File: src/rtl/pds_pkg.sv
package pds_pkg;

  localparam int FLAG_W   = 5;
  localparam int F_INT    = 0;
  localparam int F_NWD    = 1;
  localparam int F_LOCK   = 2;
  localparam int F_UNLOCK = 3;
  localparam int F_EOT    = 4;

  typedef enum logic [1:0] {ST_IDLE, ST_EXEC, ST_WAIT} sched_state_t;

  typedef struct packed {
    logic irq;
    logic nwd;
    logic lock;
    logic unlock;
    logic eot;
    logic bad;
  } eff_flags_t;

  // Reduce raw flags to the ones that apply to this descriptor type.
  function automatic eff_flags_t decode_flags(input logic is_cmd,
                                              input logic [FLAG_W-1:0] f);
    eff_flags_t e;
    e.irq    = f[F_INT];
    e.nwd    = is_cmd & f[F_NWD];
    e.lock   = is_cmd & f[F_LOCK];
    e.unlock = is_cmd & f[F_UNLOCK];
    e.eot    = ~is_cmd & f[F_EOT];
    e.bad    = is_cmd ? f[F_EOT] : (f[F_NWD] | f[F_LOCK] | f[F_UNLOCK]);
    return e;
  endfunction

endpackage

File: src/rtl/pds_arbiter.sv
module pds_arbiter #(
  parameter int NUM_PIPES = 6,
  parameter int PIPE_W    = 3
) (
  input  logic                 clk,
  input  logic                 rst_n,
  input  logic [NUM_PIPES-1:0] req,
  input  logic                 take,
  input  logic                 lock_held,
  input  logic [PIPE_W-1:0]    lock_owner,
  output logic [NUM_PIPES-1:0] grant,
  output logic [PIPE_W-1:0]    grant_idx,
  output logic                 grant_any
);

  logic [PIPE_W-1:0]    last_q;
  logic [NUM_PIPES-1:0] eligible;

  always_comb begin
    eligible = req;
    if (lock_held) begin
      eligible = '0;
      eligible[lock_owner] = req[lock_owner];
    end
  end

  // Search starts one past the last pipe served.
  always_comb begin
    int idx;
    grant_any = 1'b0;
    grant_idx = '0;
    for (int k = 1; k <= NUM_PIPES; k++) begin
      idx = (int'(last_q) + k) % NUM_PIPES;
      if (!grant_any && eligible[idx]) begin
        grant_any = 1'b1;
        grant_idx = PIPE_W'(idx);
      end
    end
    grant = '0;
    if (grant_any) grant[grant_idx] = 1'b1;
  end

  always_ff @(posedge clk or negedge rst_n) begin
    if (!rst_n)    last_q <= PIPE_W'(NUM_PIPES - 1);
    else if (take) last_q <= grant_idx;
  end

  // while locked, only the owner may be granted
  p_lock_hold_r6: assert property (@(posedge clk) disable iff (!rst_n)
    (lock_held && grant_any) |-> (grant_idx == lock_owner));

endmodule

File: src/rtl/pds_lock_ctl.sv
module pds_lock_ctl #(
  parameter int PIPE_W = 3
) (
  input  logic              clk,
  input  logic              rst_n,
  input  logic              fire,
  input  logic [PIPE_W-1:0] pipe,
  input  logic              set_lock,
  input  logic              clr_lock,
  output logic              held,
  output logic [PIPE_W-1:0] owner
);

  always_ff @(posedge clk or negedge rst_n) begin
    if (!rst_n) begin
      held  <= 1'b0;
      owner <= '0;
    end else if (fire) begin
      if (clr_lock) begin
        held <= 1'b0;
      end else if (set_lock) begin
        held  <= 1'b1;
        owner <= pipe;
      end
    end
  end

  // a completed UNLOCK always leaves the lock free
  p_unlock_release_r7: assert property (@(posedge clk) disable iff (!rst_n)
    (fire && clr_lock) |=> !held);

  // a completed LOCK alone makes its pipe the owner
  p_lock_take_r6: assert property (@(posedge clk) disable iff (!rst_n)
    (fire && set_lock && !clr_lock) |=> (held && owner == $past(pipe)));

endmodule

File: src/rtl/pipe_desc_sched.sv
module pipe_desc_sched
  import pds_pkg::*;
#(
  parameter int NUM_PIPES = 6,
  parameter int ADDR_W    = 8,
  parameter int DATA_W    = 32,
  localparam int PIPE_W   = (NUM_PIPES > 1) ? $clog2(NUM_PIPES) : 1
) (
  input  logic                          clk,
  input  logic                          rst_n,
  input  logic [NUM_PIPES-1:0]          desc_valid_i,
  output logic [NUM_PIPES-1:0]          desc_ready_o,
  input  logic [NUM_PIPES-1:0]          desc_cmd_i,
  input  logic [NUM_PIPES*FLAG_W-1:0]   desc_flags_i,
  input  logic [NUM_PIPES-1:0]          desc_we_i,
  input  logic [NUM_PIPES*ADDR_W-1:0]   desc_addr_i,
  input  logic [NUM_PIPES*DATA_W-1:0]   desc_wdata_i,
  output logic                          reg_req_o,
  output logic                          reg_we_o,
  output logic [ADDR_W-1:0]             reg_addr_o,
  output logic [DATA_W-1:0]             reg_wdata_o,
  output logic [PIPE_W-1:0]             reg_pipe_o,
  input  logic [DATA_W-1:0]             reg_rdata_i,
  input  logic                          done_ack_i,
  output logic [NUM_PIPES-1:0]          rsp_valid_o,
  output logic [DATA_W-1:0]             rsp_data_o,
  output logic [NUM_PIPES-1:0]          irq_o,
  output logic [NUM_PIPES-1:0]          eot_o,
  output logic [NUM_PIPES-1:0]          flag_err_o
);

  function automatic logic [NUM_PIPES-1:0] pipe_bit(input logic [PIPE_W-1:0] i);
    logic [NUM_PIPES-1:0] v;
    v = '0;
    v[i] = 1'b1;
    return v;
  endfunction

  sched_state_t          state_q;
  logic [NUM_PIPES-1:0]  grant;
  logic [PIPE_W-1:0]     grant_idx;
  logic                  grant_any;
  logic                  lock_held;
  logic [PIPE_W-1:0]     lock_owner;

  logic [PIPE_W-1:0]     cur_pipe_q;
  logic                  cur_cmd_q;
  logic [FLAG_W-1:0]     cur_flags_q;
  logic                  cur_we_q;
  logic [ADDR_W-1:0]     cur_addr_q;
  logic [DATA_W-1:0]     cur_wdata_q;

  // named internal events
  logic                  take_desc;
  logic                  exec_cmd;
  logic                  desc_done;
  eff_flags_t            eff;

  logic [NUM_PIPES-1:0]  rsp_valid_q, irq_q, eot_q, flag_err_q;
  logic [DATA_W-1:0]     rsp_data_q;

  pds_arbiter #(.NUM_PIPES(NUM_PIPES), .PIPE_W(PIPE_W)) u_arb (
    .clk        (clk),
    .rst_n      (rst_n),
    .req        (desc_valid_i),
    .take       (take_desc),
    .lock_held  (lock_held),
    .lock_owner (lock_owner),
    .grant      (grant),
    .grant_idx  (grant_idx),
    .grant_any  (grant_any)
  );

  assign eff       = decode_flags(cur_cmd_q, cur_flags_q);
  assign take_desc = (state_q == ST_IDLE) && grant_any;
  assign exec_cmd  = (state_q == ST_EXEC) && cur_cmd_q;
  assign desc_done = ((state_q == ST_EXEC) && !eff.nwd) ||
                     ((state_q == ST_WAIT) && done_ack_i);

  pds_lock_ctl #(.PIPE_W(PIPE_W)) u_lock (
    .clk      (clk),
    .rst_n    (rst_n),
    .fire     (desc_done),
    .pipe     (cur_pipe_q),
    .set_lock (eff.lock),
    .clr_lock (eff.unlock),
    .held     (lock_held),
    .owner    (lock_owner)
  );

  assign desc_ready_o = (state_q == ST_IDLE) ? grant : '0;

  always_ff @(posedge clk or negedge rst_n) begin
    if (!rst_n) begin
      state_q <= ST_IDLE;
    end else begin
      unique case (state_q)
        ST_IDLE: if (take_desc) state_q <= ST_EXEC;
        ST_EXEC: state_q <= eff.nwd ? ST_WAIT : ST_IDLE;
        ST_WAIT: if (done_ack_i) state_q <= ST_IDLE;
        default: state_q <= ST_IDLE;
      endcase
    end
  end

  always_ff @(posedge clk or negedge rst_n) begin
    if (!rst_n) begin
      cur_pipe_q  <= '0;
      cur_cmd_q   <= 1'b0;
      cur_flags_q <= '0;
      cur_we_q    <= 1'b0;
      cur_addr_q  <= '0;
      cur_wdata_q <= '0;
    end else if (take_desc) begin
      cur_pipe_q  <= grant_idx;
      cur_cmd_q   <= desc_cmd_i[grant_idx];
      cur_flags_q <= desc_flags_i[int'(grant_idx)*FLAG_W +: FLAG_W];
      cur_we_q    <= desc_we_i[grant_idx];
      cur_addr_q  <= desc_addr_i[int'(grant_idx)*ADDR_W +: ADDR_W];
      cur_wdata_q <= desc_wdata_i[int'(grant_idx)*DATA_W +: DATA_W];
    end
  end

  assign reg_req_o   = exec_cmd;
  assign reg_we_o    = exec_cmd && cur_we_q;
  assign reg_addr_o  = cur_addr_q;
  assign reg_wdata_o = cur_wdata_q;
  assign reg_pipe_o  = cur_pipe_q;

  always_ff @(posedge clk or negedge rst_n) begin
    if (!rst_n) begin
      rsp_valid_q <= '0;
      rsp_data_q  <= '0;
      irq_q       <= '0;
      eot_q       <= '0;
      flag_err_q  <= '0;
    end else begin
      rsp_valid_q <= (exec_cmd && !cur_we_q) ? pipe_bit(cur_pipe_q) : '0;
      if (exec_cmd && !cur_we_q) rsp_data_q <= reg_rdata_i;
      irq_q <= (desc_done && eff.irq) ? pipe_bit(cur_pipe_q) : '0;
      eot_q <= (desc_done && eff.eot) ? pipe_bit(cur_pipe_q) : '0;
      if ((state_q == ST_EXEC) && eff.bad)
        flag_err_q <= flag_err_q | pipe_bit(cur_pipe_q);
    end
  end

  assign rsp_valid_o = rsp_valid_q;
  assign rsp_data_o  = rsp_data_q;
  assign irq_o       = irq_q;
  assign eot_o       = eot_q;
  assign flag_err_o  = flag_err_q;

  // each access lasts a single cycle
  p_one_access_r1: assert property (@(posedge clk) disable iff (!rst_n)
    reg_req_o |=> !reg_req_o);

  // a response only follows a read access
  p_rsp_after_read_r2: assert property (@(posedge clk) disable iff (!rst_n)
    (|rsp_valid_o) |-> $past(reg_req_o && !reg_we_o));

  // at most one pipe interrupted per cycle
  p_irq_onehot_r3: assert property (@(posedge clk) disable iff (!rst_n)
    $onehot0(irq_o));

  // nothing moves while waiting for the acknowledge
  p_nwd_stall_r4: assert property (@(posedge clk) disable iff (!rst_n)
    (state_q == ST_WAIT) |-> (desc_ready_o == '0 && !reg_req_o));

  // at most one pipe handed a grant
  p_ready_onehot_r5: assert property (@(posedge clk) disable iff (!rst_n)
    $onehot0(desc_ready_o));

  // error bits never clear
  p_flag_err_sticky_r10: assert property (@(posedge clk) disable iff (!rst_n)
    ((~flag_err_o) & $past(flag_err_o)) == '0);

endmodule

File: config.mk
export PLATFORM = sky130hd
export DESIGN_NAME = pipe_desc_sched
export DESIGN_NICKNAME = d
export VERILOG_FILES = /design/src/rtl/pds_pkg.sv /design/src/rtl/pds_arbiter.sv /design/src/rtl/pds_lock_ctl.sv /design/src/rtl/pipe_desc_sched.sv
export SDC_FILE = /design/constraint.sdc
export NUM_CORES = 1
export LEC_CHECK = 0
export BUFFER_PORTS_ARGS = -buffer_cell sky130_fd_sc_hd__buf_2
export CORE_AREA = 2 2 166 168
export CTS_CLUSTER_DIAMETER = 150
export CTS_CLUSTER_SIZE = 8
export DETAILED_ROUTE_END_ITERATION = 6
export DIE_AREA = 0 0 168 170
export GPL_TIMING_DRIVEN = 1
export SYNTH_ARGS = -nofsm -noshare
export SYNTH_HDL_FRONTEND = slang
export SYNTH_HIERARCHICAL = 1
export SYNTH_SLANG_ARGS = --single-unit
File: constraint.sdc
create_clock -name clk -period 4.45 [get_ports clk]
set_input_delay 0.2225 -clock clk [delete_from_list [all_inputs] [get_ports clk]]
set_output_delay 0.2225 -clock clk [all_outputs]
set_load 0.02 [all_outputs]
==> flow_summary.yaml, run 1 <==
status:
  status: "finished clean"
worst_setup_path:
  path_cells: "ha_4 -> xnor2_4 -> ha_4 -> nor2b_1 -> o21ai_1 -> a221o_1 -> a22oi_2 -> mux2i_1 -> nand2_1 -> a31oi_2 -> mux2i_2 -> bufinv_8 -> buf_8 -> clkbuf_16 -> mux4_2 -> a21oi_1 -> a21oi_1"
  rr_endpoint: "reg_addr_o[1]$_DFFE_PN0P_"
  cp.depth: 17
  rrSetupSlack_ns: 0.16
  worstSetupPathType: "flop to flop"
  cp_slowest_stage_delay_ns: 0.62
  critPathTopFamily: "compound AO/OA/AOI/OAI gates"
  cp.buffers_inverters: 3
  cp_max_fo: 13
  r2r-start: "u_arb/last_q[0]$_DFFE_PN1P_"
  worstPathRequired_ns: 4.75
  arrival_ns: 4.59
  cpMaxStageDelayCell: "dfstp_2"
  cp-start-kind: "flop"
  crit_path_end_kind: "flop"
  worstRegToRegCells: 17
clocking:
  clock_sinks: 115
  clk_pin_slew_ns: 0.07
  numCtsBuffers: 17
  root_buffer: "clkbuf_16"
  cts_tree: "built"
  cts_max_path_buffers: 2
  htreeDepth: 4
  insertion_delay_ns: 0.42
placed_design:
  gp_congestion: 0.8965
  port_buffers: 429
  dp_hpwl_mm: 22.53
  place_area_um2: 10030
floorplanning:
  start_util_pct: 27.93
  rows: 60
  die_y_um: 170
  die_w_um: 168
  io_pins: 430
  die-area_um2: 28560
  coreArea_um2: 26650
drt:
  first_iter_violations: 452
  dr.pass1.iters: 5
  ant_nets: 0
  routed_via_density: 4.909
  num_vias: 7462
  post_drt_wl_per_cell_um: 19.12
  wl_mm: 29.06
  drc: 0
logic_synthesis:
  seq_area_frac_synth_pct: 38.70
  synthesis.nets: 1045
  syn_inst: 712
  yosysWarnings: 6
  synthArstFlopShare_pct: 100.0
  synth-edff-count: 0
  synth.cell_area_um2: 7443
  ys_ff_latch: 115
  synth_flop_cell: "dfrtp_1"
  ys_types: 68
  avgSynthCellArea_um2: 10.45
timing:
  finalSetupViolCount: 0
  fin_crit_sh_pct: 96.48
  fmax_ghz: 0.2329
  layout_min_cycle_time_ns: 4.294
  drv_slew: 0
  slew_headroom_pct: 25.66
  hold_violations: 0
  worst_clock_skew_ns: 0.01900
  tightest_slew_ns: 1.115
grt:
  grt_first_pass_wirelength_mm: 41.18
  gr-total-overflow: 0
  grt_antenna_before_repair: 4
  grt_usage_pct: 19.07
  grt_pass1_vias: 7121
  grt_max_degree: 60
finish:
  fin_nets: 1495
  layout_common_cells: "buf_2 (426), nor2_1 (115), dfrtp_1 (112)"
  final_common_cell: "buf_2"
  drive_gt1_share_pct: 55.06
  area_delta_synth_final_pct: 49.30
  fin_area_um2: 11110
job:
  cap_violations: 0
min_path:
  min_path_cells: 2
  hold_start: "reg_rdata_i[20]"
  holdCritPathClass: "primary input to flop"
  hold_end: "rsp_data_o[20]$_DFFE_PN0P_"
==> flip-flops by register name (all words and copies together) (netlist names) <==
signal and cells:
rsp_valid_o 6, flag_err_o 6, state_q 2, cur_flags_q 5, rsp_data_o 32, irq_o 6, cur_we_q 1, reg_addr_o 8
reg_wdata_o 32, u_arb/last_q 3, eot_o 6, reg_pipe_o 3, cur_cmd_q 1, u_lock/held 1, u_lock/owner 3
==> cell usage after synthesis, types with 8 or more instances <==
cell type	count	area [um^2]
nand3_1	8	40.04
clkbuf_1	14	52.55
o22ai_1	9	56.30
buf_2	12	60.06
mux2_2	20	225.2
buf_4	10	75.07
mux2i_1	62	620.6
o21ai_0	29	145.1
nor2_1	115	431.7
a21oi_1	93	465.5
ha_1	10	125.1
mux2_4	17	255.2
nand2_1	17	63.81
inv_1	22	82.58
mux4_2	40	900.9
and2_1	9	56.30
dfrtp_1	113	2828
==> layout make-up <==
cell class / count / area [um^2]
flip-flops and latches: 115 / 2882
inverters: 23 / 106.4
repair buffers: 478 / 2736
clock buffers: 17 / 425.4
clock inverters: 15 / 170.2
multi-input cells: 527 / 4357
well taps: 341 / 426.7
diodes: 4 / 10.01
fillers: 2642 / 15540
==> per-stage QoR <==
step | util, % | setup slack (ns) | TNS [ns] | hold WS, ns | std cells
3_3_place_gp | 37.64 | 0.02900 | 0 | 0.3356 | 1460
4_1_cts | 40.30 | 0.04436 | 0 | 0.007751 | 1501
6_report | 41.70 | 0.1565 | 0 | 0.02839 | 1520
2_1_floorplan | - | 0.05282 | 0 | -0.07309 | 712
5_1_grt | 41.67 | -0.03159 | -0.3016 | 0.003618 | 1517
3_5_place_dp | 37.64 | 0.02875 | 0 | 0.3358 | 1460
==> per-layer routing <==
layer,global-route usage (%),share of wire [%],routed length (um)
met1,23.50,40,11730
met2,32.97,51,14900
met3,4.302,6.1,1768
met4,6.541,2.2,651
met5,0,0.045,13
==> cell families (layout without fill, tap and decap cells) <==
logic type | after synthesis | in the layout | synth area share, %
compound gates | 182 | 182 | 14.74
buf+inv | 70 | 533 | 4.807
flops | 115 | 115 | 38.70
other cells | 0 | 4 | 0
xor+xnor | 3 | 3 | 0.6052
fa+ha+maj | 10 | 10 | 1.681
mux | 140 | 140 | 27.08
simple gates | 192 | 192 | 12.39
==> worst max-delay path by stage <==
stage | slack, ns | to | start
2_1_floorplan | 0.05 | reg_wdata_o[1]$_DFFE_PN0P_ | u_arb/last_q[2]$_DFFE_PN1P_
3_3_place_gp | 0.03 | reg_wdata_o[29]$_DFFE_PN0P_ | u_arb/last_q[1]$_DFFE_PN0P_
6_report | 0.16 | reg_addr_o[1]$_DFFE_PN0P_ | u_arb/last_q[0]$_DFFE_PN1P_
4_1_cts | 0.04 | desc_ready_o[1] | u_arb/last_q[1]$_DFFE_PN0P_
3_5_place_dp | 0.03 | reg_wdata_o[29]$_DFFE_PN0P_ | u_arb/last_q[0]$_DFFE_PN1P_
5_1_grt | -0.03 | cur_flags_q[3]$_DFFE_PN0P_ | u_arb/last_q[2]$_DFFE_PN1P_
==> timing repair <==
| item | CTS | global route |
|---|---|---|
| pin swaps | 0 | 6 |
| setup endpoints to repair | 3 | 51 |
| buffers inserted | 8 | 10 |
| endpoints found under the hold margin | 58 | 0 |
| gates cloned | 0 | 5 |
| hold buffers | 1 | 0 |
| resized for setup | 10 | 42 |
Power of run 1 is not shown: default switching activity piles up to over one toggle a cycle in this logic, so the estimate is an artifact.
==> run 2: changes to the inputs <==
- CORE_AREA: 2 2 166 168 -> not set
- CORE_UTILIZATION: not set -> 30
- DIE_AREA: 0 0 168 170 -> not set
- SYNTH_HIERARCHICAL: 1 -> not set
==> run 2 against run 1 <==
Compared with the run above:
- synthesized area increased by 12%
- global-route usage up 7.2 points
- highest routed layer unchanged
- die area is 0.68% lower
- first-iteration DRC count grew 45%
==> flow_summary.yaml, run 2 <==
logic_synthesis:
  synthTopCellsByArea: "dfrtp_1 (34%), nand3_1 (9.3%), o21ai_0 (6.4%)"
  synth_top_area_share_pct: 33.73
  synth_flop_cell: "dfrtp_1"
  synth_most_common_cell: "nand3_1"
  yosysTopAreaCell: "dfrtp_1"
  synthesis.nets: 1393
  synth.top_cells.by_count: "nand3_1 (155), nand2_1 (121), dfrtp_1 (112)"
  ys_types: 74
  synth-edff-count: 0
  syn_inst: 1060
  yosysWarnings: 0
  synth.cell_area_um2: 8309
  synthArstFlopShare_pct: 100.0
  ys_ff_latch: 114
  avgSynthCellArea_um2: 7.839
  seq_area_frac_synth_pct: 34.36
worst_setup_path:
  r2r-start: "u_arb.last_q[0]$_DFFE_PN1P_"
  cp_max_fo: 72
  rr_endpoint: "reg_wdata_o[3]$_DFFE_PN0P_"
  worstSetupPathType: "flop to primary output"
  worstPathRequired_ns: 4.23
  worstRegToRegCells: 17
  arrival_ns: 4.07
  cp_slowest_stage_delay_ns: 0.56
  crit_path_end_kind: "primary output"
  path_cells: "inv_2 -> ha_1 -> xor2_2 -> inv_2 -> ha_1 -> nand2b_1 -> o211ai_1 -> o2bb2a_1 -> o22ai_1 -> buf_4 -> nand3_1 -> o31ai_4 -> buf_12 -> nor3_1 -> buf_2"
  cp-endpoint: "desc_ready_o[2]"
  cp-start-kind: "flop"
  cpMaxStageDelayCell: "dfstp_2"
  rrSetupSlack_ns: 0.30
  startpoint: "u_arb.last_q[0]$_DFFE_PN1P_"
finish:
  nFillCells: 2772
  fin_area_um2: 12140
  fin_nets: 1832
  drive_gt1_share_pct: 38.03
  area_delta_synth_final_pct: 46.14
  final_common_cell: "buf_2"
  layout_common_cells: "buf_2 (427), nand3_1 (155), nand2_1 (120)"
drt:
  post_drt_wl_per_cell_um: 20.52
  wl_mm: 38.11
  first_iter_violations: 655
  dr.pass1.iters: 5
  routed_via_density: 5.541
  num_vias: 10290
  ant_nets: 0
  drc: 0
grt:
  grt_pass1_vias: 9840
  grt_usage_pct: 26.24
  grt_first_pass_wirelength_mm: 57.55
  gr-total-overflow: 0
  grt_antenna_before_repair: 6
  grt_max_degree: 73
clocking:
  cts_max_path_buffers: 2
  insertion_delay_ns: 0.41
  cts_tree: "built"
  root_buffer: "clkbuf_16"
  htreeDepth: 4
  clock_sinks: 114
  clk_pin_slew_ns: 0.06
  numCtsBuffers: 17
timing:
  hold_violations: 0
  worst_clock_skew_ns: 0.01272
  slew_headroom_pct: 52.62
  rsz0062_at_grt: "no"
  fin_crit_sh_pct: 96.44
  tightest_slew_ns: 0.7108
  finalSetupViolCount: 0
  fmax_ghz: 0.2330
  drv_slew: 0
  layout_min_cycle_time_ns: 4.291
  fin_setup_tns_ns: 0
floorplanning:
  die-area_um2: 28370
  coreArea_um2: 27030
  rows: 60
  start_util_pct: 30.75
  die_y_um: 168.4
  die_w_um: 168.4
  io_pins: 430
placed_design:
  port_buffers: 429
  dp_hpwl_mm: 28.59
  gp_congestion: 1.020
  place_area_um2: 11100
job:
  cap_violations: 0
min_path:
  holdCritPathClass: "primary input to flop"
status:
  status: "finished clean"
-- run 2: changes by cell type after synthesis, sizes merged, moves of 59 or more --
cell / delta
o21ai: +123
mux2i: -59
nor2: -88
nand2: +103
nand3: +147
-- run 2: cell type report --
class	count	area [um^2]	share of cell area [%]
Tap cell	341	426.7	3.514
Antenna cell	4	10.01	0.08243
Timing Repair Buffer	529	3198	26.34
Clock inverter	14	203.9	1.680
Clock buffer	18	429.2	3.534
Multi-Input combinational cell	820	4955	40.80
Inverter	17	63.81	0.5255
Sequential cell	114	2856	23.52
-- run 2: critical path: cells and delay by family (launching register included) --
kind | cells | cell delay, ns
AO/OA/AOI/OAI | 4 | 1.04
XOR/XNOR | 1 | 0.26
adder cells (fa/ha/maj) | 2 | 0.48
buffers and inverters | 5 | 0.82
flip-flops | 1 | 0.56
AND/OR/NAND/NOR | 3 | 0.47
-- run 2: timing repair --
action                                 CTS  global route
cloned                                   0             0
pin swaps                                1             5
buffers inserted                         1             4
gates resized for setup                  5            11
endpoints found under the hold margin   63             0
hold buffers                            28             0
setup endpoints to repair                5            21
-- run 2: how the worst min path moves through the flow --
stage | from | end | slack, ns | depth (start not counted)
global placement | rst_n | reg_wdata_o[26]$_DFFE_PN0P_ | 0.26 | 1
global route | reg_rdata_i[21] | rsp_data_o[21]$_DFFE_PN0P_ | 0.008 | 3
floorplan | rst_n | cur_cmd_q$_DFFE_PN0P_ | -0.07 | 0
detailed placement | rst_n | reg_wdata_o[8]$_DFFE_PN0P_ | 0.26 | 1
CTS | reg_rdata_i[22] | rsp_data_o[22]$_DFFE_PN0P_ | 0.003 | 3
finish | reg_rdata_i[29] | rsp_data_o[29]$_DFFE_PN0P_ | 0.02 | 3
-- run 2: logic make-up after synthesis --
kind of cell | after synthesis | share of synthesized area, %
adder cells (fa/ha/maj) | 10 | 1.506
buffers and inverters | 126 | 7.213
AND/OR/NAND/NOR | 392 | 23.02
AO/OA/AOI/OAI | 407 | 32.22
flip-flops | 114 | 34.36
multiplexers | 7 | 1.069
XOR/XNOR | 4 | 0.6025
-- run 2: routing by layer --
layer	global-route usage, %	routed length [um]	vias to the layer above	share of wire, %
met5	0	22	-	0.058
met4	9.960	1017	4	2.7
met3	4.701	2489	64	6.5
met2	43.33	18670	469	49
met1	34.03	15910	4966	42
li1	-	-	4787	-
-- run 2: metrics by stage --
step | utilization, % | instances | hold WS, ns | worst slack, ns
global route | 44.91 | 1855 | 0.007803 | 0.02548
CTS | 44.57 | 1849 | 0.003093 | 0.01312
floorplan | - | 1060 | -0.07309 | 0.3147
detailed placement | 41.06 | 1788 | 0.2597 | 0.1878
global placement | 41.06 | 1788 | 0.2642 | 0.2809
finish | 44.93 | 1857 | 0.02223 | 0.1586
Power of run 2 is left out for the same reason.
